**src/rtl/vec_step_seq.sv**
```systemverilog
module vec_step_seq #(
  parameter int SW = 7
) (
  input  logic              clk,
  input  logic              rst_n,
  input  logic              start,
  input  logic [SW-1:0]     vec_len,
  input  logic [SW-1:0]     src_step_in,
  input  logic [SW-1:0]     dst_step_in,
  input  logic [(1<<SW)-1:0] src_mask,
  input  logic [(1<<SW)-1:0] dst_mask_in,
  input  logic              dst_mask_inv,
  input  logic              ready,
  output logic              valid,
  output logic [SW-1:0]     src_idx,
  output logic [SW-1:0]     dst_idx,
  output logic [SW-1:0]     src_step,
  output logic [SW-1:0]     dst_step,
  output logic              busy,
  output logic              done
);
  localparam int NE = 1 << SW;
  localparam logic [SW:0] NONE = NE[SW:0];

  logic [SW:0]   s_q, d_q, s_pos, d_pos;
  logic [SW-1:0] len_q;
  logic [NE-1:0] sm_q, dm_q;
  logic          busy_q, found;

  function automatic logic [SW:0] first_set(input logic [NE-1:0] m, input logic [SW:0] from);
    first_set = NONE;
    for (int i = NE - 1; i >= 0; i--)
      if (m[i] && (SW+1)'(i) >= from) first_set = (SW+1)'(i);
  endfunction

  assign s_pos = first_set(sm_q, s_q);
  assign d_pos = first_set(dm_q, d_q);
  assign found = (s_pos < {1'b0, len_q}) && (d_pos < {1'b0, len_q});

  assign valid    = busy_q & found;
  assign done     = busy_q & ~found;
  assign busy     = busy_q;
  assign src_idx  = s_pos[SW-1:0];
  assign dst_idx  = d_pos[SW-1:0];
  assign src_step = s_q[SW-1:0];
  assign dst_step = d_q[SW-1:0];

  always_ff @(posedge clk) begin
    if (!rst_n) begin
      busy_q <= 1'b0;
      s_q    <= '0;
      d_q    <= '0;
      len_q  <= '0;
      sm_q   <= '0;
      dm_q   <= '0;
    end else if (start) begin
      busy_q <= 1'b1;
      s_q    <= {1'b0, src_step_in};
      d_q    <= {1'b0, dst_step_in};
      len_q  <= vec_len;
      sm_q   <= src_mask;
      dm_q   <= dst_mask_inv ? ~dst_mask_in : dst_mask_in;
    end else if (busy_q) begin
      if (!found) begin
        busy_q <= 1'b0;
        s_q    <= '0;
        d_q    <= '0;
      end else if (ready) begin
        s_q <= s_pos + 1'b1;
        d_q <= d_pos + 1'b1;
      end
    end
  end


  valid_done_excl_chk: assert property (@(posedge clk) disable iff (!rst_n) !(valid && done));

  hold_on_stall_chk: assert property (@(posedge clk) disable iff (!rst_n)
    (valid && !ready && !start) |=> (valid && $stable(src_idx) && $stable(dst_idx)));

  monotonic_chk: assert property (@(posedge clk) disable iff (!rst_n)
    (valid && ready && !start) |=> (!valid || (src_idx > $past(src_idx) && dst_idx > $past(dst_idx))));

  clear_after_done_chk: assert property (@(posedge clk) disable iff (!rst_n)
    (done && !start) |=> (!busy && src_step == '0 && dst_step == '0));

  no_backward_chk: assert property (@(posedge clk) disable iff (!rst_n)
    valid |-> (src_idx >= src_step && dst_idx >= dst_step));
endmodule

```
**config.mk**
```make
export PLATFORM = sky130hd
export DESIGN_NAME = vec_step_seq
export DESIGN_NICKNAME = d
export VERILOG_FILES = /design/src/rtl/vec_step_seq.sv
export SDC_FILE = /design/constraint.sdc
export NUM_CORES = 1
export LEC_CHECK = 0
export BUFFER_PORTS_ARGS = -buffer_cell sky130_fd_sc_hd__buf_2
export CORE_ASPECT_RATIO = 1.75
export CORE_MARGIN = 2
export CORE_UTILIZATION = 50
export CTS_CLUSTER_DIAMETER = 120
export DETAILED_ROUTE_END_ITERATION = 8
export PLACE_DENSITY = 0.7
export SKIP_CTS_REPAIR_TIMING = 1
export SLEW_MARGIN = 15
export SYNTH_ARGS = -nofsm -noshare
export SYNTH_HDL_FRONTEND = slang
export SYNTH_SLANG_ARGS = --single-unit
```
**constraint.sdc**
```tcl
create_clock -name clk -period 7.9 [get_ports clk]
set_input_delay 0.395 -clock clk [delete_from_list [all_inputs] [get_ports clk]]
set_output_delay 0.395 -clock clk [all_outputs]
set_load 0.01 [all_outputs]
```
==> run_results.csv, run 1 <==
group,metric,value,unit
run_status,status,"finished, final reports clean",
hold_path,hold_class,"in2reg",
worst_setup_path,cp-end-kind,"output port",
hold_path,holdPathEnd,"sm_q[62]$_SDFFE_PN0P_",
power,clock_network_fraction_of_total_power,0.316,
die,die_y_extent,276,um
global_routing,globalRouteOverflowTotal,0,
worst_setup_path,critical-path-top-delay-family,"compound AO/OA/AOI/OAI gates",
die,fp-row-count,99,
synth,top_cells_by_area_synth,"sky130_fd_sc_hd__dfxtp_1, sky130_fd_sc_hd__o211a_1, sky130_fd_sc_hd__mux2i_1",
worst_setup_path,cp.buffers_inverters,3,
worst_setup_path,required,7.51,ns
route,routed_wirelength,113000,um
die,design.portCount,313,
worst_setup_path,setup.reg_to_reg.worst_slack,1.30,ns
route,postRouteAntennaNets,0,
finish,finalInstanceArea,23700,sq um
power,total_power,0.00481,W
worst_setup_path,cp_slowest_stage_delay,0.65,ns
synth,share_of_synthesized_area_occupied_by_flip_flops_and_latches,0.265,
route,drt_pass1_iterations,9,
clocking,numCtsBuffers,27,
clocking,cts_tree,"built",
power,power.static_leakage,10.3,nW
global_routing,grt_start_max_net_pins,222,
flow_run,cap_viol_max_count,0,
sta,tns,0,ns
route,detail_route.vias_per_cell,6.99,
hold_path,worst_hold_startpoint,"src_mask[62]",
sta,slew_violations,0,
sta,max_slew.worst_pin.slew,1.29,ns
route,drcViolationCount,0,
route,wire_per_inst,33.5,um
worst_setup_path,worst_r2r_path_depth,18,
synth,synth_largest_type_area_fraction,0.265,
synth,synth_async_sr_flop_share,0,
worst_setup_path,setup.worst_path.class,"reg2out",
power,share_seq_of_total_power,0.357,
power,peakVddDrop,0.225,mV
finish,finalNetCount,3078,
synth,synth.ff_latch_count,280,
synth,yosys.cell_count.top_type,"sky130_fd_sc_hd__dfxtp_1",
synth,mappedNetlistNets,2900,
synth,syn_inst,2604,
worst_setup_path,timing.rr.start,"s_q[1]$_SDFFE_PN0P_",
worst_setup_path,cpMaxStageDelayCell,"sky130_fd_sc_hd__a41oi_1",
synth,synth_ff_type,"sky130_fd_sc_hd__dfxtp_1",
clocking,cts.reportedPaths.clkPinSlew,0.07,ns
power,power.switching,0.00184,W
place,post-place-cells,3306,
synth,synth.cells.most_frequent,"sky130_fd_sc_hd__dfxtp_1, sky130_fd_sc_hd__nand2_1, sky130_fd_sc_hd__o21ai_0, sky130_fd_sc_hd__nor2b_1, sky130_fd_sc_hd__o211a_1",
die,core_area,41700,sq um
global_routing,gr-usage-all-layers,0.503,
clocking,cts-htree-levels,1,
place,buffer_ports.inserted,312,
die,die_area,44000,sq um
place,final_weighted_congestion_in_routability_driven_placement,1.15,
synth,number_of_enable_type_register_cells_in_the_synthesized_netlist,0,
sta,rsz_0062_raised_after_global_routing,"false",
worst_setup_path,worst_r2r_endpoint,"s_q[7]$_SDFFE_PP0P_",
sta,hold_fails_final_rpt,0,
place,dp.final_hpwl,86800,um
synth,synth_cell_types,114,
die,die-width,159,um
power,switching_share,0.384,
worst_setup_path,critPathLaunchType,"flop",
synth,synthesis.yosys.warnings,0,
synth,synth_top_area_cell,"sky130_fd_sc_hd__dfxtp_1",
clocking,clk-insertion-delay-late,0.59,ns
synth,synthesis.area,21100,sq um
sta,min_period_over_period,0.907,
clocking,clock-root-buffer,"sky130_fd_sc_hd__clkbuf_16",
sta,skew,0.0171,ns
global_routing,first_global_vias,23600,
finish,area_growth,12.3,%
global_routing,antenna_found_initial,6,
power,cellInternalPower,0.00296,W
power,power.density,203,nW/um^2
die,floorplan.initialDensity,0.506,
clocking,cts-root-to-sink-buffers,3,
sta,setup-violations-final,0,
finish,drive_above_1_share,0.177,
sta,relSlewSlack,0.128,
clocking,cts.sink_count,280,
sta,max_freq,140,MHz
worst_setup_path,worst_ep_arrival_time,6.77,ns
power,pwr-share-comb,0.327,
route,drtIter0Drc,2863,
worst_setup_path,critical_path.cell_chain,"buf_4, o21ai_0, a41oi_1, o21ai_0, or4_1, nor3_1, a21boi_1, o21a_1, ha_1, nand4_1, inv_1, a211oi_1, nand3_1, a21oi_1, nand3_1, or2_2, nor2_1, buf_2",
sta,hold-worst-slack,0.0656,ns
sta,layout_min_cycle_time,7.16,ns
synth,syn_area_per_cell,8.11,sq um
finish,finalNonFillerCells,3365,
worst_setup_path,path_max_fanout,42,
global_routing,grt_pass1_wl,162000,um
place,placement.cell_area,22600,sq um
hold_path,holdPathStages,3,
route,dr_total_vias,23500,
[sequential cells by signal, indices dropped and copies added, names as in the netlist]
signal  cells
sm_q      128
busy        1
s_q         8
len_q       7
d_q         8
dm_q      128
[worst reg2reg max path, delay by kind of cell (launching register included)]
family,cells,cell delay [ns]
AOI/OAI and AO/OA,9,3.10
DFF,1,0.49
and+or+nand+nor,6,2.01
buffers and inverters,2,0.63
adders and majority gates,1,0.31
[layout make-up]
cell class	count	area [sq um]
antenna	7	17.5
clock buffer	30	707
clock inverter	20	322
fill	3786	18000
inverter	63	236
multi-input combinational	2046	14100
sequential	280	5610
tap	555	694
timing repair buffer	364	2000
[through the flow]
| stage | setup slack (ns) | utilization |
|---|---|---|
| 3_3_place_gp | 1.63 | 0.542 |
| 5_1_grt | 0.601 | 0.568 |
| 3_5_place_dp | 1.64 | 0.542 |
| 6_report | 0.736 | 0.568 |
| 4_1_cts | 1.04 | 0.567 |
| 2_1_floorplan | 3.39 | - |
[logic make-up after synthesis]
kind of cell | count (synthesis) | share of synthesized area
simple gates | 843 | 0.216
fa+ha+maj | 15 | 0.00877
buf+inv | 278 | 0.0668
mux | 137 | 0.0649
compound gates | 914 | 0.322
flops | 280 | 0.265
xor+xnor | 137 | 0.0568
[cells in the final DEF (no fill, tap or decap), types with 10 or more instances in the layout]
cell / synthesis / routed
sky130_fd_sc_hd__a32oi_1: 14 / 14
sky130_fd_sc_hd__or3_1: 14 / 14
sky130_fd_sc_hd__nor2b_1: 166 / 166
sky130_fd_sc_hd__a41oi_1: 10 / 10
sky130_fd_sc_hd__o211ai_1: 42 / 42
sky130_fd_sc_hd__a21boi_0: 18 / 18
sky130_fd_sc_hd__buf_2: 29 / 310
sky130_fd_sc_hd__a31oi_1: 36 / 36
sky130_fd_sc_hd__a211oi_1: 27 / 27
sky130_fd_sc_hd__a22oi_1: 26 / 26
sky130_fd_sc_hd__clkbuf_16: 0 / 27
sky130_fd_sc_hd__a21oi_1: 119 / 118
sky130_fd_sc_hd__nor2_1: 114 / 114
sky130_fd_sc_hd__and2_1: 20 / 20
sky130_fd_sc_hd__a21o_1: 19 / 19
sky130_fd_sc_hd__or2_2: 17 / 17
sky130_fd_sc_hd__o22ai_1: 19 / 19
sky130_fd_sc_hd__dfxtp_1: 280 / 275
sky130_fd_sc_hd__and3_1: 25 / 25
sky130_fd_sc_hd__xnor2_1: 134 / 134
sky130_fd_sc_hd__nand2_1: 244 / 244
sky130_fd_sc_hd__nand4_1: 27 / 27
sky130_fd_sc_hd__o21ai_0: 172 / 172
sky130_fd_sc_hd__nand3_1: 58 / 58
sky130_fd_sc_hd__nor3_1: 42 / 40
sky130_fd_sc_hd__o21a_1: 45 / 45
sky130_fd_sc_hd__buf_4: 48 / 49
sky130_fd_sc_hd__mux2i_1: 137 / 137
sky130_fd_sc_hd__a22o_1: 15 / 15
sky130_fd_sc_hd__nand2b_1: 19 / 19
sky130_fd_sc_hd__a211o_1: 13 / 13
sky130_fd_sc_hd__o21ai_1: 21 / 21
sky130_fd_sc_hd__inv_1: 63 / 63
sky130_fd_sc_hd__o221ai_1: 15 / 15
sky130_fd_sc_hd__o31ai_1: 15 / 15
sky130_fd_sc_hd__o211a_1: 138 / 138
sky130_fd_sc_hd__ha_1: 14 / 14
[worst max path at each step]
stage	startpoint	end	slack, ns	cells past startpoint
2_1_floorplan	d_q[3]$_SDFFE_PN0P_	valid	3.39	22
3_3_place_gp	s_q[1]$_SDFFE_PN0P_	valid	1.63	18
3_5_place_dp	s_q[1]$_SDFFE_PN0P_	s_q[7]$_SDFFE_PP0P_	1.64	18
4_1_cts	s_q[1]$_SDFFE_PN0P_	valid	1.04	18
5_1_grt	s_q[1]$_SDFFE_PN0P_	valid	0.60	18
6_report	s_q[1]$_SDFFE_PN0P_	valid	0.74	18
[routing by layer]
| metal | up-vias | track usage | wire length (um) |
|---|---|---|---|
| li1 | 10100 | - | - |
| met1 | 11000 | 0.406 | 30600 |
| met2 | 1642 | 0.875 | 54700 |
| met3 | 828 | 0.149 | 8370 |
| met4 | 2 | 0.653 | 19000 |
| met5 | - | 0.00108 | 11 |
[power groups by stage]
stage / Combinational (W) / Sequential (W) / Clock (W)
after floorplan: 0.000989 / 0.00160 / 0
after global placement: 0.00146 / 0.00172 / 0
after detailed placement: 0.00148 / 0.00172 / 0
after CTS: 0.00149 / 0.00169 / 0.00153
after global routing: 0.00165 / 0.00171 / 0.00157
final: 0.00157 / 0.00172 / 0.00152
Note: power is estimated with default switching activity, not from simulation.
==> run 2: changes to the inputs <==
--- a/config.mk
+++ b/config.mk
@@ -8,10 +8,10 @@
 export BUFFER_PORTS_ARGS = -buffer_cell sky130_fd_sc_hd__buf_2
 export CORE_ASPECT_RATIO = 1.75
 export CORE_MARGIN = 2
-export CORE_UTILIZATION = 50
+export CORE_UTILIZATION = 54
 export CTS_CLUSTER_DIAMETER = 120
 export DETAILED_ROUTE_END_ITERATION = 8
-export PLACE_DENSITY = 0.7
+export PLACE_DENSITY = 0.75
 export SKIP_CTS_REPAIR_TIMING = 1
 export SLEW_MARGIN = 15
 export SYNTH_ARGS = -nofsm -noshare
==> run 2 against run 1 <==
The run now fails in 5_1_grt. Synthesized cell count is the same. Synthesized area is the same.
==> run_results.csv, run 2 <==
group,metric,value,unit
run_status,status,"aborted with a tool error",
run_status,stop_stage,"5_1_grt",
run_status,flow.first_error,"[ERROR GRT-0116] Global routing finished with congestion. Check the congestion regions in the DRC Viewer.",
die,die_y_extent,266,um
place,final_weighted_congestion_in_routability_driven_placement,1.20,
place,detailedPlace.worstSlack,1.53,ns
global_routing,first_global_vias,24800,
synth,synth_ff_type,"sky130_fd_sc_hd__dfxtp_1",
global_routing,gr-usage-all-layers,0.540,
global_routing,globalRouteOverflowTotal,3,
synth,synth_largest_type_area_fraction,0.265,
clocking,clock-root-buffer,"sky130_fd_sc_hd__clkbuf_16",
synth,synth.ff_latch_count,280,
clocking,cts-htree-levels,1,
clocking,cts.sink_count,280,
synth,synth_async_sr_flop_share,0,
synth,synth_top_area_cell,"sky130_fd_sc_hd__dfxtp_1",
place,buffer_ports.inserted,312,
die,floorplan.initialDensity,0.548,
synth,syn_inst,2604,
synth,synthesis.area,21100,sq um
synth,yosys.cell_count.top_type,"sky130_fd_sc_hd__dfxtp_1",
die,die-width,154,um
synth,synth.cells.most_frequent,"sky130_fd_sc_hd__dfxtp_1, sky130_fd_sc_hd__nand2_1, sky130_fd_sc_hd__o21ai_0, sky130_fd_sc_hd__nor2b_1, sky130_fd_sc_hd__o211a_1",
synth,synthesis.yosys.warnings,0,
synth,mappedNetlistNets,2900,
global_routing,grt_pass1_wl,165000,um
place,dp.final_hpwl,83500,um
synth,syn_area_per_cell,8.11,sq um
synth,top_cells_by_area_synth,"sky130_fd_sc_hd__dfxtp_1, sky130_fd_sc_hd__o211a_1, sky130_fd_sc_hd__mux2i_1",
place,post-place-cells,3234,
die,design.portCount,313,
global_routing,grt_start_max_net_pins,220,
clocking,numCtsBuffers,27,
synth,number_of_enable_type_register_cells_in_the_synthesized_netlist,0,
die,fp-row-count,95,
synth,share_of_synthesized_area_occupied_by_flip_flops_and_latches,0.265,
synth,synth_cell_types,114,
clocking,cts-root-to-sink-buffers,3,
## run 2: cell counts after synthesis
Identical to the previous run, type by type.
## run 2: per-stage QoR
step | hold slack [ns] | area [sq um] | util
after global placement | 0.462 | 22500 | 0.585
after CTS | 0.0586 | 23500 | 0.610
after floorplan | 0.446 | 21100 | -
after detailed placement | 0.471 | 22500 | 0.585
## run 2: metal layers
metal	track usage	GRT overflow
met1	0.466	0
met2	0.892	2
met3	0.169	0
met4	0.671	1
met5	0	0
## run 2: kinds of logic after synthesis
family	count (synthesis)	synth area share
flops	280	0.265
compound gates	914	0.322
buf+inv	278	0.0668
mux	137	0.0649
xor+xnor	137	0.0568
fa+ha+maj	15	0.00877
simple gates	843	0.216
==> run 3: changes to the inputs <==
--- a/config.mk
+++ b/config.mk
@@ -6,12 +6,10 @@
 export NUM_CORES = 1
 export LEC_CHECK = 0
 export BUFFER_PORTS_ARGS = -buffer_cell sky130_fd_sc_hd__buf_2
-export CORE_ASPECT_RATIO = 1.75
 export CORE_MARGIN = 2
-export CORE_UTILIZATION = 54
-export CTS_CLUSTER_DIAMETER = 120
+export CORE_UTILIZATION = 39
 export DETAILED_ROUTE_END_ITERATION = 8
-export PLACE_DENSITY = 0.75
+export PLACE_DENSITY_LB_ADDON = 0.15
 export SKIP_CTS_REPAIR_TIMING = 1
 export SLEW_MARGIN = 15
 export SYNTH_ARGS = -nofsm -noshare
==> run 3 against run 2 <==
The run now ends clean.
==> run_results.csv, run 3 (synthesis gave the netlist of run 1 again) <==
group,metric,value,unit
worst_setup_path,worst_ep_arrival_time,6.61,ns
clocking,cts.sink_count,280,
die,core_area,53700,sq um
place,post-place-cells,3442,
finish,fillerInstances,5347,
sta,worst_slack,0.896,ns
clocking,clk-insertion-delay-late,0.61,ns
hold_path,hold_class,"in2reg",
worst_setup_path,required,7.51,ns
finish,antenna_cells_inserted,0,
route,routed_wirelength,101000,um
clocking,cts-htree-levels,1,
clocking,cts.reportedPaths.clkPinSlew,0.07,ns
route,dr_total_vias,22300,
clocking,cts_tree,"built",
route,detail_route.vias_per_cell,6.37,
worst_setup_path,path_max_fanout,47,
worst_setup_path,setup.worst_path.class,"reg2out",
place,buffer_ports.inserted,312,
global_routing,grt_start_max_net_pins,206,
clocking,cts-root-to-sink-buffers,3,
sta,tns,0,ns
sta,slew_violations,0,
finish,area_growth,12.9,%
global_routing,first_global_vias,20300,
flow_run,cap_viol_max_count,0,
sta,hold_fails_final_rpt,0,
run_status,status,"finished, final reports clean",
finish,most_common_cell_after_layout_fill_and_taps_aside,"sky130_fd_sc_hd__buf_2",
sta,max_slew.worst_pin.slew,1.25,ns
sta,rsz_0062_raised_after_global_routing,"false",
global_routing,globalRouteOverflowTotal,0,
place,detailedPlace.worstSlack,1.66,ns
finish,drive_above_1_share,0.175,
sta,min_period_over_period,0.887,
worst_setup_path,cp-end-kind,"output port",
route,drtIter0Drc,2636,
finish,finalNetCount,3074,
worst_setup_path,critPathLaunchType,"flop",
power,peakVddDrop,0.200,mV
global_routing,gr-usage-all-layers,0.345,
finish,finalNonFillerCells,3496,
global_routing,antenna_found_initial,4,
place,final_weighted_congestion_in_routability_driven_placement,1.01,
finish,largest_registers,"dm_q x128, sm_q x128",
sta,setup-violations-final,0,
die,design.portCount,313,
finish,finalInstanceArea,23800,sq um
die,die_y_extent,237,um
route,postRouteAntennaNets,0,
die,floorplan.initialDensity,0.393,
place,placement.cell_area,22800,sq um
route,drcViolationCount,0,
clocking,clock-root-buffer,"sky130_fd_sc_hd__clkbuf_16",
die,die_area,56000,sq um
die,die-width,237,um
finish,postLayoutCoreUtil,0.444,
finish,layout.cells.most_common_list,"sky130_fd_sc_hd__buf_2, sky130_fd_sc_hd__dfxtp_1, sky130_fd_sc_hd__nand2_1",
global_routing,grt_pass1_wl,143000,um
place,dp.final_hpwl,80200,um
die,fp-row-count,85,
power,power.static_leakage,10.3,nW
clocking,numCtsBuffers,30,
sta,max_freq,143,MHz
sta,layout_min_cycle_time,7.00,ns
route,drt_pass1_iterations,8,
power,power.density,198,nW/um^2
sta,skew,0.0155,ns
route,wire_per_inst,28.8,um
sta,relSlewSlack,0.165,
## run 3: path summary, 6_finish.rpt
kind / to / from / cells past startpoint / slack [ns]
max: done / d_q[2]$_SDFFE_PN0P_ / 19 / 0.90
max reg2reg: d_q[1]$_SDFFE_PN0P_ / d_q[2]$_SDFFE_PN0P_ / 19 / 1.43
min reg2reg: dm_q[95]$_SDFFE_PN0P_ / dm_q[95]$_SDFFE_PN0P_ / 1 / 0.48
min: sm_q[115]$_SDFFE_PN0P_ / src_mask[115] / 3 / 0.04
## run 3: metal layers
layer,part of all wire,global-route usage,routed length [um],up-vias
met5,0.00013,0,13,-
li1,-,-,-,10100
met1,0.48,0.533,48200,10800
met2,0.38,0.465,38700,1250
met4,0.020,0.0742,2060,2
met3,0.12,0.0934,11600,140
## run 3: worst max-delay path, cell delays in order, from the launching register on
cell	delay, ns
sky130_fd_sc_hd__dfxtp_2	1.02
sky130_fd_sc_hd__o21ai_0	0.55
sky130_fd_sc_hd__a221oi_1	0.80
sky130_fd_sc_hd__o2111a_1	0.29
sky130_fd_sc_hd__a21oi_1	0.07
sky130_fd_sc_hd__a211oi_1	0.32
sky130_fd_sc_hd__a21boi_0	0.47
sky130_fd_sc_hd__o211a_1	0.30
sky130_fd_sc_hd__nor3_1	0.07
sky130_fd_sc_hd__a21oi_1	0.32
sky130_fd_sc_hd__ha_1	0.30
sky130_fd_sc_hd__nor3_1	0.13
sky130_fd_sc_hd__nor3_1	0.06
sky130_fd_sc_hd__o21ai_1	0.13
sky130_fd_sc_hd__nor2_1	0.06
sky130_fd_sc_hd__a31oi_1	0.17
sky130_fd_sc_hd__nand3_1	0.21
sky130_fd_sc_hd__or2_2	0.35
sky130_fd_sc_hd__and2_1	0.16
sky130_fd_sc_hd__buf_2	0.14
## run 3: cell type report
type,count,area [sq um],share of cell area
repair buffers,357,1950,0.0816
clock inverters,15,224,0.00939
flip-flops and latches,280,5610,0.235
well taps,696,871,0.0365
multi-input cells,2046,14100,0.592
inverters,63,236,0.00992
clock buffers,39,845,0.0354
## run 3: where the power goes
group	internal, W	leakage, nW	switching [W]
registers	0.00151	2.32	0.000204
clock network	0.000914	0.522	0.000626
logic	0.000561	7.49	0.000912
total	0.00299	10.3	0.00174
## run 3: metrics by stage
step	hold WS [ns]	total power, W
final	0.0409	0.00473
after global routing	0.0503	0.00491
after CTS	0.0355	0.00469
after detailed placement	0.470	0.00316
after global placement	0.461	0.00316
after floorplan	0.446	0.00259
